`config.mk`:
```
export PLATFORM = sky130hd
export DESIGN_NAME = ctrl_in_cond
export DESIGN_NICKNAME = d
export VERILOG_FILES = /design/src/rtl/ctrl_in_cond_pkg.sv /design/src/rtl/cond_sync.sv /design/src/rtl/cond_irq.sv /design/src/rtl/cond_rst.sv /design/src/rtl/ctrl_in_cond.sv
export SDC_FILE = /design/constraint.sdc
export NUM_CORES = 1
export LEC_CHECK = 0
export ABC_AREA = 0
export BUFFER_PORTS_ARGS = -buffer_cell sky130_fd_sc_hd__buf_2
export CELL_PAD_IN_SITES_DETAIL_PLACEMENT = 1
export CELL_PAD_IN_SITES_GLOBAL_PLACEMENT = 2
export CORE_UTILIZATION = 27
export CTS_BUF_LIST = sky130_fd_sc_hd__clkbuf_8
export DETAILED_ROUTE_END_ITERATION = 10
export PLACE_DENSITY = 0.95
export SLEW_MARGIN = 10
export SYNTH_ARGS = -nofsm -noshare
export SYNTH_HDL_FRONTEND = slang
export SYNTH_HIERARCHICAL = 1
export SYNTH_SLANG_ARGS = --single-unit
export TNS_END_PERCENT = 30
```
`constraint.sdc`:
```
create_clock -name clk -period 3.6 [get_ports clk]
set_input_delay 0.18 -clock clk [delete_from_list [all_inputs] [get_ports clk]]
set_output_delay 0.18 -clock clk [all_outputs]
set_load 0.01 [all_outputs]
```
`src/rtl/ctrl_in_cond_pkg.sv`:
```
// Package: shared constants and types for the input conditioner.
// Assumes: one clock domain; bit positions below index the sync bundle.
package ctrl_in_cond_pkg;
    localparam int PIN_INTR = 0;
    localparam int PIN_NMI  = 1;
    localparam int PIN_TEST = 2;
    localparam int PIN_RST  = 3;
    localparam int PIN_CNT  = 4;

    localparam int TYPE_W   = 8;
    localparam int ADDR_W   = 20;
    localparam logic [TYPE_W-1:0] NMI_TYPE     = 8'd2;
    localparam logic [ADDR_W-1:0] RESTART_ADDR = 20'hFFFF0;

    typedef enum logic [1:0] {
        SRC_NONE = 2'd0,
        SRC_MASK = 2'd1,
        SRC_NMI  = 2'd2
    } irq_src_e;
endpackage

```
`src/rtl/cond_sync.sv`:
```
// Module: cond_sync
// Brings a bundle of asynchronous pins into the clock domain through a
// chain of STAGES flops per bit. Assumes each pin is a level that the
// downstream logic tolerates seeing STAGES edges late.
module cond_sync #(
    parameter int WIDTH  = 4,
    parameter int STAGES = 2
) (
    input  logic             clk,
    input  logic             rst_n,
    input  logic [WIDTH-1:0] async_i,
    output logic [WIDTH-1:0] sync_o
);
    logic [STAGES-1:0][WIDTH-1:0] stage_q;

    // Shift the pin bundle through the synchronizer chain.
    always_ff @(posedge clk) begin
        if (!rst_n) begin
            stage_q <= '0;
        end else begin
            stage_q[0] <= async_i;
            for (int i = 1; i < STAGES; i++) begin
                stage_q[i] <= stage_q[i-1];
            end
        end
    end

    assign sync_o = stage_q[STAGES-1];
endmodule

```
`src/rtl/cond_irq.sv`:
```
// Module: cond_irq
// Latches rising edges of the synchronized NMI, samples the maskable
// request at instruction boundaries under the enable flag, arbitrates
// with NMI first and holds the winner until the core acknowledges.
// Assumes all inputs are synchronous; clr_i discards all interrupt state.
module cond_irq
    import ctrl_in_cond_pkg::*;
(
    input  logic clk,
    input  logic rst_n,
    input  logic clr_i,
    input  logic intr_s_i,
    input  logic nmi_s_i,
    input  logic ie_i,
    input  logic insn_end_i,
    input  logic ack_i,
    output logic pend_o,
    output logic pend_nmi_o
);
    logic     nmi_prev_q;
    logic     nmi_latch_q;
    logic     pend_q;
    logic     pend_nmi_q;
    logic     nmi_rise;
    logic     nmi_taken;
    irq_src_e pick;

    assign nmi_rise  = nmi_s_i & ~nmi_prev_q;
    assign nmi_taken = ack_i & pend_q & pend_nmi_q;

    // Remember the previous synchronized NMI level for edge detection.
    always_ff @(posedge clk) begin
        if (!rst_n) nmi_prev_q <= 1'b0;
        else        nmi_prev_q <= nmi_s_i;
    end

    // Hold a detected NMI edge until its acknowledge; a new edge wins.
    always_ff @(posedge clk) begin
        if (!rst_n || clr_i) nmi_latch_q <= 1'b0;
        else                 nmi_latch_q <= nmi_rise | (nmi_latch_q & ~nmi_taken);
    end

    // Choose the source to offer at a boundary, NMI before maskable.
    always_comb begin
        if (nmi_latch_q)           pick = SRC_NMI;
        else if (intr_s_i && ie_i) pick = SRC_MASK;
        else                       pick = SRC_NONE;
    end

    // Register the pending interrupt at a boundary and drop it on acknowledge.
    always_ff @(posedge clk) begin
        if (!rst_n || clr_i) begin
            pend_q     <= 1'b0;
            pend_nmi_q <= 1'b0;
        end else if (ack_i) begin
            pend_q     <= 1'b0;
            pend_nmi_q <= 1'b0;
        end else if (insn_end_i && !pend_q && pick != SRC_NONE) begin
            pend_q     <= 1'b1;
            pend_nmi_q <= (pick == SRC_NMI);
        end
    end

    assign pend_o     = pend_q;
    assign pend_nmi_o = pend_nmi_q;
endmodule

```
`src/rtl/cond_rst.sv`:
```
// Module: cond_rst
// Qualifies the synchronized reset request: it must stay high for
// MIN_CYCLES consecutive edges before the core reset is asserted, and
// its release produces a single restart strobe. Assumes rst_s_i is synchronous.
module cond_rst #(
    parameter int MIN_CYCLES = 4
) (
    input  logic clk,
    input  logic rst_n,
    input  logic rst_s_i,
    output logic qual_o,
    output logic restart_o
);
    localparam int CW = $clog2(MIN_CYCLES + 1);
    localparam logic [CW-1:0] CNT_MAX = CW'(MIN_CYCLES);

    logic [CW-1:0] cnt_q;
    logic          restart_q;
    logic          full;

    assign full = (cnt_q == CNT_MAX);

    // Count consecutive high cycles, saturating at the minimum width.
    always_ff @(posedge clk) begin
        if (!rst_n)        cnt_q <= '0;
        else if (!rst_s_i) cnt_q <= '0;
        else if (!full)    cnt_q <= cnt_q + 1'b1;
    end

    // Strobe once when a qualified reset is released.
    always_ff @(posedge clk) begin
        if (!rst_n) restart_q <= 1'b0;
        else        restart_q <= full & ~rst_s_i;
    end

    assign qual_o    = full;
    assign restart_o = restart_q;
endmodule

```
`src/rtl/ctrl_in_cond.sv`:
```
// Module: ctrl_in_cond (top)
// Conditions the processor's asynchronous interrupt, NMI, test and reset
// pins for the core. Assumes the core drives insn_end_i, ie_flag_i,
// wait_active_i and irq_ack_i synchronously to clk.
module ctrl_in_cond
    import ctrl_in_cond_pkg::*;
#(
    parameter int SYNC_STAGES    = 2,
    parameter int RST_MIN_CYCLES = 4
) (
    input  logic              clk,
    input  logic              rst_n,
    input  logic              intr_i,
    input  logic              nmi_i,
    input  logic              test_n_i,
    input  logic              reset_i,
    input  logic              insn_end_i,
    input  logic              ie_flag_i,
    input  logic              wait_active_i,
    input  logic              irq_ack_i,
    output logic              irq_pending_o,
    output logic              irq_nmi_o,
    output logic [TYPE_W-1:0] irq_type_o,
    output logic              wait_stall_o,
    output logic              core_reset_o,
    output logic              restart_o,
    output logic [ADDR_W-1:0] restart_addr_o
);
    logic [PIN_CNT-1:0] raw_pins;
    logic [PIN_CNT-1:0] sync_pins;
    logic               qual_rst;

    always_comb begin
        raw_pins           = '0;
        raw_pins[PIN_INTR] = intr_i;
        raw_pins[PIN_NMI]  = nmi_i;
        raw_pins[PIN_TEST] = test_n_i;
        raw_pins[PIN_RST]  = reset_i;
    end

    cond_sync #(
        .WIDTH  (PIN_CNT),
        .STAGES (SYNC_STAGES)
    ) sync_i (
        .clk     (clk),
        .rst_n   (rst_n),
        .async_i (raw_pins),
        .sync_o  (sync_pins)
    );

    cond_rst #(
        .MIN_CYCLES (RST_MIN_CYCLES)
    ) rst_i (
        .clk       (clk),
        .rst_n     (rst_n),
        .rst_s_i   (sync_pins[PIN_RST]),
        .qual_o    (qual_rst),
        .restart_o (restart_o)
    );

    cond_irq irq_i (
        .clk        (clk),
        .rst_n      (rst_n),
        .clr_i      (qual_rst),
        .intr_s_i   (sync_pins[PIN_INTR]),
        .nmi_s_i    (sync_pins[PIN_NMI]),
        .ie_i       (ie_flag_i),
        .insn_end_i (insn_end_i),
        .ack_i      (irq_ack_i),
        .pend_o     (irq_pending_o),
        .pend_nmi_o (irq_nmi_o)
    );

    assign irq_type_o     = irq_nmi_o ? NMI_TYPE : '0;
    assign wait_stall_o   = wait_active_i & sync_pins[PIN_TEST];
    assign core_reset_o   = qual_rst;
    assign restart_addr_o = RESTART_ADDR;
endmodule

```
==> results.yml <==
outcome:
  status: "finished, violations left"
  violations: "DRC"
cts:
  cts_setup_buffers: 0
  clkTransAtPathRegs_ns: 0.06
  cts_root_buffer: "clkbuf_8"
  cts.repair.resized: 0
  cts-buffers-inserted: 3
  cts_tree: "done"
  holdBufCountCts: 0
  clkLatencyLatePin_ns: 0.25
  clock_sinks: 16
  cts-root-to-sink-buffers: 2
  cts_max_level: 1
synth:
  ys.flop_type: "dfxtp_1"
  synth_cell_type_count: 24
  synth_area_leaders: "dfxtp_1 38%, buf_4 29%, and2_1 7.5%, ha_1 3.0%, nand4bb_1 2.7%"
  synth-seq-cells: 16
  netlist_area_um2: 835
  netlist_instances: 88
  async_reset_ff_frac: 0
  syn_area_per_cell_um2: 9.48
  synth_common_cells: "32 x buf_4, 16 x dfxtp_1, 10 x and2_1, 3 x inv_1"
  synth_enable_flop_cells: 0
  yosysMostFrequentCell: "buf_4"
  synth_top_area_cell: "dfxtp_1"
  synth_top_area_frac: 0.384
  yosys_warnings: 6
  synth_seq_area_share: 0.384
placed_design:
  gp_congestion: 0.657
  dpl.hpwl_um: 965
  portBuffers: 15
layout:
  antenna_cells: 0
  layout.nets: 113
  area_growth_pct: 2.70
  drive_above_1_share: 0.230
routing:
  drtPass1Iterations: 7
  drtIter0Drc: 13
  drc: 5
  ant_nets: 0
  wire_per_inst_um: 9.56
  vias: 526
  routed_wl_mm: 1.25
  via_per_inst: 4.02
power:
  p_leak_nw: 0.427
  ir_worst_vdd_mv: 0.172
  p_per_area_nw_per_um2: 437
sta:
  finalCritPeriodShare: 0.405
  maxSlewViolCount: 0
  hold_slack_ns: 0.128
  setup_viol: 0
  finalClockSkew_ns: 0.00251
  grt_setup_unrepaired: "false"
  fin_crit_ns: 1.46
  hold_viol: 0
  setup-tns-final_ns: 0
  fmaxAchievable_mhz: 686
global_route:
  grt_start_max_net_pins: 15
  grt_overflow: 0
  grt_pass1_vias: 483
  track_usage: 0.0863
  antenna_found_initial: 0
  grt_pass1_wl_mm: 2.03
floorplan:
  row_count: 19
  pin_count: 43
  die_area_um2: 3320
  die_h_um: 57.6
  die_w_um: 57.6
  coreArea_um2: 2850
  initial_utilization: 0.293
setup_path:
  path_max_fanout: 6
  worstPathArrival_ns: 1.61
  end_kind: "flop"
  setup.worst_path.start_class: "flop"
  worstSetupPathType: "flop to flop"
  cp.required_ns: 3.75
hold_path:
  worstHoldPathType: "input pin to flop"
run:
  maxCapViolCount: 0
[worst paths after layout]
check                                                   from                      endpoint  cells after the start  slack (ns)
worst max register to register   rst_i/cnt_q[0]$_SDFFE_PN0P_     irq_i/pend_o$_SDFFE_PP0P_                      5        2.14
worst min-delay path                                test_n_i  sync_i/stage_q[2]$_SDFF_PN0_                      2        0.13
worst min register to register  sync_i/stage_q[0]$_SDFF_PN0_   sync_i/sync_o[0]$_SDFF_PN0_                      1        0.43
worst max-delay path             rst_i/cnt_q[0]$_SDFFE_PN0P_     irq_i/pend_o$_SDFFE_PP0P_                      5        2.14
[metrics by stage]
stage	instance area [um^2]	total power [mW]	util	worst slack, ns	cells
after floorplan	928	0.234	-	2.31	113
after global placement	802	0.218	0.281	2.30	127
after detailed placement	802	0.219	0.281	2.15	127
after CTS	857	0.383	0.300	2.12	131
after global routing	857	0.396	0.300	2.02	131
final	857	0.374	0.300	2.14	131
[per-layer routing]
metal	GRT usage	routed length, um	vias to the layer above
li1	-	-	251
met2	0.138	605	32
met3	0.0408	133	4
met4	0.0732	41	0
met5	0	0	-
met1	0.0837	471	239
[state kept, by name, indices dropped and copies added, names as in the netlist]
signal             count
rst_i/cnt_q            3
irq_i/pend_nmi_o       1
irq_i/pend_o           1
sync_i/stage_q         4
sync_i/sync_o          4
rst_i/restart_o        1
irq_i/nmi_latch_q      1
irq_i/nmi_prev_q       1
[critical path: stages, from the launching register on]
cell and delay [ns]:
dfxtp_1 0.38, inv_1 0.06, ha_1 0.26, and2_4 0.20, nand2b_1 0.17, nor4_1 0.29
[where the power goes]
group | switching, mW | leakage, nW | total (mW) | internal (mW)
Combinational | 0.0208 | 0.267 | 0.0302 | 0.00937
Sequential | 0.00264 | 0.131 | 0.186 | 0.183
Clock | 0.0613 | 0.0288 | 0.158 | 0.0971
[cell usage in the layout (no fill, tap or decap), types with 2 or more instances in the layout]
cell and instances:
nand4bb_1 2, a21oi_1 2, and2_1 10, nor2_1 2
ha_1 2, inv_1 3, buf_2 15, conb_1 27
nand3_1 2, dfxtp_1 16, clkbuf_8 4, and3b_1 2
[layout make-up]
class	instances	area, um^2
Clock buffer	4	55.1
Fill cell	336	2000
Inverter	3	11.3
Multi-Input combinational cell	62	357
Sequential cell	16	320
Tap cell	31	38.8
Timing Repair Buffer	15	75.1
[logic make-up after synthesis]
kind of cell	after synthesis	share of synthesized area
buffers and inverters	35	0.301
AND/OR/NAND/NOR	26	0.214
flip-flops	16	0.384
AO/OA/AOI/OAI	7	0.0615
adder cells (fa/ha/maj)	2	0.0300
other	2	0.00900
No activity file was read; power rests on OpenSTA's default activity.
